<file path="config.mk">
export PLATFORM = sky130hd
export DESIGN_NAME = rsm_top
export DESIGN_NICKNAME = d
export VERILOG_FILES = /design/src/rtl/rsm_pkg.sv /design/src/rtl/rsm_ext_filter.sv /design/src/rtl/rsm_seq_fsm.sv /design/src/rtl/rsm_cause_flags.sv /design/src/rtl/rsm_top.sv
export SDC_FILE = /design/constraint.sdc
export NUM_CORES = 1
export LEC_CHECK = 0
export BUFFER_PORTS_ARGS = -buffer_cell sky130_fd_sc_hd__buf_2
export CAP_MARGIN = 20
export CORE_MARGIN = 2
export CORE_UTILIZATION = 50
export DETAILED_ROUTE_END_ITERATION = 16
export GPL_TIMING_DRIVEN = 0
export PLACE_DENSITY = 0.73
export SYNTH_ARGS = -nofsm -noshare
export SYNTH_HDL_FRONTEND = slang
export SYNTH_SLANG_ARGS = --single-unit
</file>
<file path="constraint.sdc">
create_clock -name clk -period 4.75 [get_ports clk]
set_input_delay 0.7125 -clock clk [delete_from_list [all_inputs] [get_ports clk]]
set_output_delay 0.7125 -clock clk [all_outputs]
set_load 0.02 [all_outputs]
</file>
<file path="src/rtl/rsm_pkg.sv">
package rsm_pkg;
  typedef enum logic [4:0] {
    PH_DELAY    = 5'b00001,
    PH_STAB     = 5'b00010,
    PH_FETCH_LO = 5'b00100,
    PH_FETCH_HI = 5'b01000,
    PH_RUN      = 5'b10000
  } rsm_phase_e;

  localparam logic [15:0] VEC_ADDR_LO = 16'hFFFE;
  localparam logic [15:0] VEC_ADDR_HI = 16'hFFFF;
  localparam int unsigned NUM_FLAGS   = 2;
endpackage

</file>
<file path="src/rtl/rsm_ext_filter.sv">
module rsm_ext_filter #(
  parameter int unsigned SYNC_STAGES = 2,
  parameter int unsigned FILT_CYC    = 4
) (
  input  logic clk,
  input  logic rst,
  input  logic pad_n_i,
  input  logic self_drive_i,
  output logic ext_req_o
);
  localparam int unsigned BW = $clog2(SYNC_STAGES + 1);
  localparam int unsigned FW = $clog2(FILT_CYC) + 1;

  logic [SYNC_STAGES-1:0] sync_q;
  logic [BW-1:0]          blank_q;
  logic [FW-1:0]          run_q;
  logic                   pad_s;

  // synchroniser chain, idle level high
  always_ff @(posedge clk) begin
    if (rst) sync_q <= '1;
    else     sync_q <= {sync_q[SYNC_STAGES-2:0], pad_n_i};
  end
  assign pad_s = sync_q[SYNC_STAGES-1];

  // ignore the pad while driving it and until the chain has flushed
  always_ff @(posedge clk) begin
    if (rst)                 blank_q <= '0;
    else if (self_drive_i)   blank_q <= BW'(SYNC_STAGES);
    else if (blank_q != '0)  blank_q <= blank_q - BW'(1);
  end

  // consecutive-low counter, saturating at FILT_CYC-1
  always_ff @(posedge clk) begin
    if (rst)                              run_q <= '0;
    else if (blank_q != '0 || pad_s)      run_q <= '0;
    else if (run_q != FW'(FILT_CYC - 1))  run_q <= run_q + FW'(1);
  end

  assign ext_req_o = (blank_q == '0) && !pad_s && (run_q == FW'(FILT_CYC - 1));
endmodule

</file>
<file path="src/rtl/rsm_seq_fsm.sv">
module rsm_seq_fsm
  import rsm_pkg::*;
#(
  parameter int unsigned EXT_HOLD = 16,
  parameter int unsigned WDG_HOLD = 8,
  parameter int unsigned LVD_HOLD = 32,
  parameter int unsigned STAB_CYC = 4096
) (
  input  logic        clk,
  input  logic        rst,
  input  logic        ext_req_i,
  input  logic        wdg_req_i,
  input  logic        lvd_req_i,
  output logic        pad_drive_o,
  output logic        core_rst_o,
  output logic        fetch_o,
  output logic [15:0] fetch_addr_o
);
  localparam int unsigned M1   = (EXT_HOLD > WDG_HOLD) ? EXT_HOLD : WDG_HOLD;
  localparam int unsigned M2   = (M1 > LVD_HOLD) ? M1 : LVD_HOLD;
  localparam int unsigned MAXV = (M2 > STAB_CYC) ? M2 : STAB_CYC;
  localparam int unsigned CW   = $clog2(MAXV + 1);

  rsm_phase_e     ph_q, ph_n;
  logic [CW-1:0]  cnt_q, cnt_n;

  always_comb begin
    ph_n  = ph_q;
    cnt_n = cnt_q;
    if (lvd_req_i) begin
      ph_n  = PH_DELAY;
      cnt_n = CW'(LVD_HOLD - 1);
    end else if (wdg_req_i) begin
      ph_n  = PH_DELAY;
      cnt_n = CW'(WDG_HOLD - 1);
    end else if (ext_req_i) begin
      ph_n  = PH_DELAY;
      cnt_n = CW'(EXT_HOLD - 1);
    end else begin
      case (ph_q)
        PH_DELAY: begin
          if (cnt_q == '0) begin
            ph_n  = PH_STAB;
            cnt_n = CW'(STAB_CYC - 1);
          end else begin
            cnt_n = cnt_q - CW'(1);
          end
        end
        PH_STAB: begin
          if (cnt_q == '0) ph_n = PH_FETCH_LO;
          else             cnt_n = cnt_q - CW'(1);
        end
        PH_FETCH_LO: ph_n = PH_FETCH_HI;
        PH_FETCH_HI: ph_n = PH_RUN;
        PH_RUN:      ph_n = PH_RUN;
        default: begin
          ph_n  = PH_DELAY;
          cnt_n = CW'(EXT_HOLD - 1);
        end
      endcase
    end
  end

  always_ff @(posedge clk) begin
    if (rst) begin
      ph_q         <= PH_DELAY;
      cnt_q        <= CW'(EXT_HOLD - 1);
      pad_drive_o  <= 1'b1;
      core_rst_o   <= 1'b1;
      fetch_o      <= 1'b0;
      fetch_addr_o <= '0;
    end else begin
      ph_q         <= ph_n;
      cnt_q        <= cnt_n;
      pad_drive_o  <= (ph_n == PH_DELAY);
      core_rst_o   <= (ph_n != PH_RUN);
      fetch_o      <= (ph_n == PH_FETCH_LO) || (ph_n == PH_FETCH_HI);
      fetch_addr_o <= (ph_n == PH_FETCH_LO) ? VEC_ADDR_LO :
                      (ph_n == PH_FETCH_HI) ? VEC_ADDR_HI : 16'h0000;
    end
  end
endmodule

</file>
<file path="src/rtl/rsm_cause_flags.sv">
module rsm_cause_flags
  import rsm_pkg::*;
(
  input  logic                 clk,
  input  logic                 rst,
  input  logic [NUM_FLAGS-1:0] set_i,
  input  logic                 wr_i,
  input  logic [NUM_FLAGS-1:0] wdata_i,
  output logic [NUM_FLAGS-1:0] flags_o
);
  for (genvar g = 0; g < NUM_FLAGS; g++) begin : g_flag
    always_ff @(posedge clk) begin
      if (rst) flags_o[g] <= 1'b0;
      else     flags_o[g] <= set_i[g] | (flags_o[g] & ~(wr_i & ~wdata_i[g]));
    end
  end
endmodule

</file>
<file path="src/rtl/rsm_top.sv">
module rsm_top
  import rsm_pkg::*;
#(
  parameter int unsigned SYNC_STAGES = 2,
  parameter int unsigned FILT_CYC    = 4,
  parameter int unsigned EXT_HOLD    = 16,
  parameter int unsigned WDG_HOLD    = 8,
  parameter int unsigned LVD_HOLD    = 32,
  parameter int unsigned STAB_CYC    = 4096
) (
  input  logic        clk,
  input  logic        rst,
  input  logic        ext_rst_n_i,
  input  logic        lvd_i,
  input  logic        wdg_pulse_i,
  input  logic        flag_wr_i,
  input  logic [1:0]  flag_wdata_i,
  output logic        rst_pin_drive_o,
  output logic        core_rst_o,
  output logic        vec_fetch_o,
  output logic [15:0] vec_addr_o,
  output logic [1:0]  cause_flags_o
);
  logic ext_req;

  rsm_ext_filter #(
    .SYNC_STAGES(SYNC_STAGES),
    .FILT_CYC   (FILT_CYC)
  ) u_filt (
    .clk         (clk),
    .rst         (rst),
    .pad_n_i     (ext_rst_n_i),
    .self_drive_i(rst_pin_drive_o),
    .ext_req_o   (ext_req)
  );

  rsm_seq_fsm #(
    .EXT_HOLD(EXT_HOLD),
    .WDG_HOLD(WDG_HOLD),
    .LVD_HOLD(LVD_HOLD),
    .STAB_CYC(STAB_CYC)
  ) u_fsm (
    .clk         (clk),
    .rst         (rst),
    .ext_req_i   (ext_req),
    .wdg_req_i   (wdg_pulse_i),
    .lvd_req_i   (lvd_i),
    .pad_drive_o (rst_pin_drive_o),
    .core_rst_o  (core_rst_o),
    .fetch_o     (vec_fetch_o),
    .fetch_addr_o(vec_addr_o)
  );

  rsm_cause_flags u_flags (
    .clk    (clk),
    .rst    (rst),
    .set_i  ({wdg_pulse_i, lvd_i}),
    .wr_i   (flag_wr_i),
    .wdata_i(flag_wdata_i),
    .flags_o(cause_flags_o)
  );
endmodule

</file>
==> out/qor.txt <==
Reg clk slew, reported paths = 0.10 ns
CTS max path bufs = 2
per-cell routed wire length = 12.4 µm
skew final = 0.0101 ns
Worst-Skew Late Latency = 0.34 ns
post-synthesis sequential area ratio = 0.395
Avg Cell Area, Syn = 8.44 µm²
worst hold slack = 0.424 ns
met1 usage = 0.233
FMAX = 0.414 GHz
static leakage = 0.000860 µW
global-route wire length before repair = 5.40 mm
nets = 231
Antenna Nets Post-Route = 0
count of final hold-check violations = 0
EDFF count, synth = 0
CTS buffer count = 5
Slowest cell on crit path = o21ai_0
Layout fillers = 280
post-CTS sizing = 0
root buffer cell = clkbuf_4
Die X = 60.0 µm
post-DP HPWL = 2.47 mm
sw frac = 0.213
Comb pwr share = 0.041
cells along the critical path = inv_1 -> ha_1 -> nor3b_1 -> nand4_1 -> o21ai_0 -> o21ai_0 -> a211oi_1
Flop pwr share = 0.530
CTS tree = built
sw power = 107 µW
Crit Path Class = register to register
largest cells by area after synthesis = dfxtp_1, buf_4, nand2_1
Initial Util = 0.519
post-synth top area cell = dfxtp_1
setup bufs post-CTS = 0
top_reg_cell synth = dfxtp_1
FP Rows = 20
htree depth = 2
routed wire length = 3.30 mm
fraction of layout cells with a size suffix above 1 = 0.290
met2 GRT Util = 0.346
post-DR vias/cell = 5.37
Post-Syn Instances = 186
worst path arrival time = 2.68 ns
flop2flop setup slack = 2.34 ns
setup ws final = 2.34 ns
maximum number of pins on one net before global-route repair = 17
Mapped Area = 1570 µm²
post-synthesis net count = 197
grt peak-use layer = met2
post-synth top area share = 0.395
Die ar. = 3600 µm²
Max FO, Critical Path = 6
setup violators final = 0
PortBufs = 27
vias in the first global route = 1270
Core Box Area = 3030 µm²
clock share of power = 0.429
Min Clock Period, post-route = 2.41 ns
power per standard cell area = 273 nW/µm²
IO Count = 29
antenna violations before repair = 0
Peak VDD IR = 0.000182 V
RSZ-0062 raised after global routing = false
DRT iter0 DRCs = 92
Int Pwr = 397 µW
clk sinks = 31
library cells used by synthesis = 47
Setup crit start kind = register
commonest non-fill, non-tap cell in the layout = dfxtp_1
Hold Buf Count CTS = 0
synth warn = 0
most frequent cells in the layout = dfxtp_1, buf_2, nand2_1
element type at the critical path end = register
GR Util All Layers = 0.202
Worst slew margin = 0.595
Critical Path Max Stage Delay = 0.58 ns
Post-Route Setup TNS = 0 ns
Hold Crit Class = register to register
Max Transition Viols Final = 0
grt total ovfl = 0
met3 usage = 0.0606
Initial DRT Pass Iterations = 4
cell mode on critical path = o21ai_0
run status = finished, final reports clean
WP data required = 5.01 ns
die height = 60.0 µm
Final Wtd Congestion = 0.844
Worst-Margin Slew = 0.601 ns
vias = 1423
asr flop ratio synth = 0
Yosys reg bits = 31
Final Cycle Share = 0.508
DRC viols = 0
DP Worst Slack = 2.38 ns
Area growth, synth to finish = 17.6%
Max Cap Viol = 0
n_diodes = 0
[per-stage QoR]
step                      power, µW  area, µm²   util  cells
after floorplan                 286       1570      -    186
after global placement          292       1760  0.581    257
after detailed placement        293       1760  0.581    257
after CTS                       509       1850  0.610    265
after global routing            523       1850  0.610    265
final                           504       1850  0.610    265
[area by class of cell]
| class | instances | area [µm²] | share of cell area |
|---|---|---|---|
| Buffer | 19 | 144 | 0.0779 |
| Multi-Input combinational cell | 127 | 772 | 0.418 |
| Inverter | 9 | 33.8 | 0.0183 |
| Tap cell | 44 | 55.1 | 0.0298 |
| Clock buffer | 6 | 51.3 | 0.0278 |
| Clock inverter | 2 | 35.0 | 0.0190 |
| Timing Repair Buffer | 27 | 135 | 0.0732 |
| Sequential cell | 31 | 621 | 0.336 |
[synth_stat cells (4+ instances only)]
| library cell | number |
|---|---|
| dfxtp_1 | 31 |
| nand2_1 | 18 |
| nor2_1 | 17 |
| buf_4 | 15 |
| a21oi_1 | 11 |
| o21ai_0 | 11 |
| inv_1 | 9 |
| nor3_1 | 8 |
| nand3_1 | 4 |
| nor2b_1 | 4 |
[registers in the layout, summed over array words and instances (netlist names)]
signal	cells
u_fsm.cnt_q	13
u_filt.blank_q	2
u_fsm.ph_q	5
u_fsm.fetch_addr_o	2
u_filt.sync_q	2
u_fsm.pad_drive_o	1
u_flags.flags_o	2
u_fsm.core_rst_o	1
u_filt.run_q	3
[path summary, 6_finish.rpt]
check,to,cells after the start,from
max,u_fsm.cnt_q[4],7,u_fsm.cnt_q[0]
min,u_filt.sync_q[1],1,u_filt.sync_q[0]
max reg2reg,u_fsm.cnt_q[4],7,u_fsm.cnt_q[0]
min reg2reg,u_filt.sync_q[1],1,u_filt.sync_q[0]
[kinds of logic (layout without fill, tap and decap cells)]
| family | count (synthesis) | count (layout) | synth area share |
|---|---|---|---|
| compound gates | 46 | 46 | 0.186 |
| simple gates | 73 | 73 | 0.251 |
| xor+xnor | 2 | 2 | 0.0112 |
| fa+ha+maj | 3 | 3 | 0.0239 |
| flops | 31 | 31 | 0.395 |
| mux | 3 | 3 | 0.0191 |
| buf+inv | 28 | 63 | 0.113 |
[worst max-delay path, delay by kind of cell, from the launching register on]
kind / cells / cell delay [ns]
simple gates: 2 / 0.68
fa+ha+maj: 1 / 0.20
flops: 1 / 0.36
buf+inv: 1 / 0.07
compound gates: 3 / 1.03
[power by group through the flow]
stage | Combinational, µW | Clock [µW] | Sequential, µW
after floorplan | 11.8 | 0 | 274
after global placement | 19.5 | 0 | 273
after detailed placement | 20.3 | 0 | 273
after CTS | 20.4 | 222 | 267
after global routing | 22.9 | 232 | 268
final | 20.5 | 216 | 267
[per-layer routing]
metal	up-vias	wire length [µm]
met5	-	0
met4	0	62
met3	6	191
met2	55	1610
met1	638	1440
li1	724	-
Power figures use the tool's default switching activity.
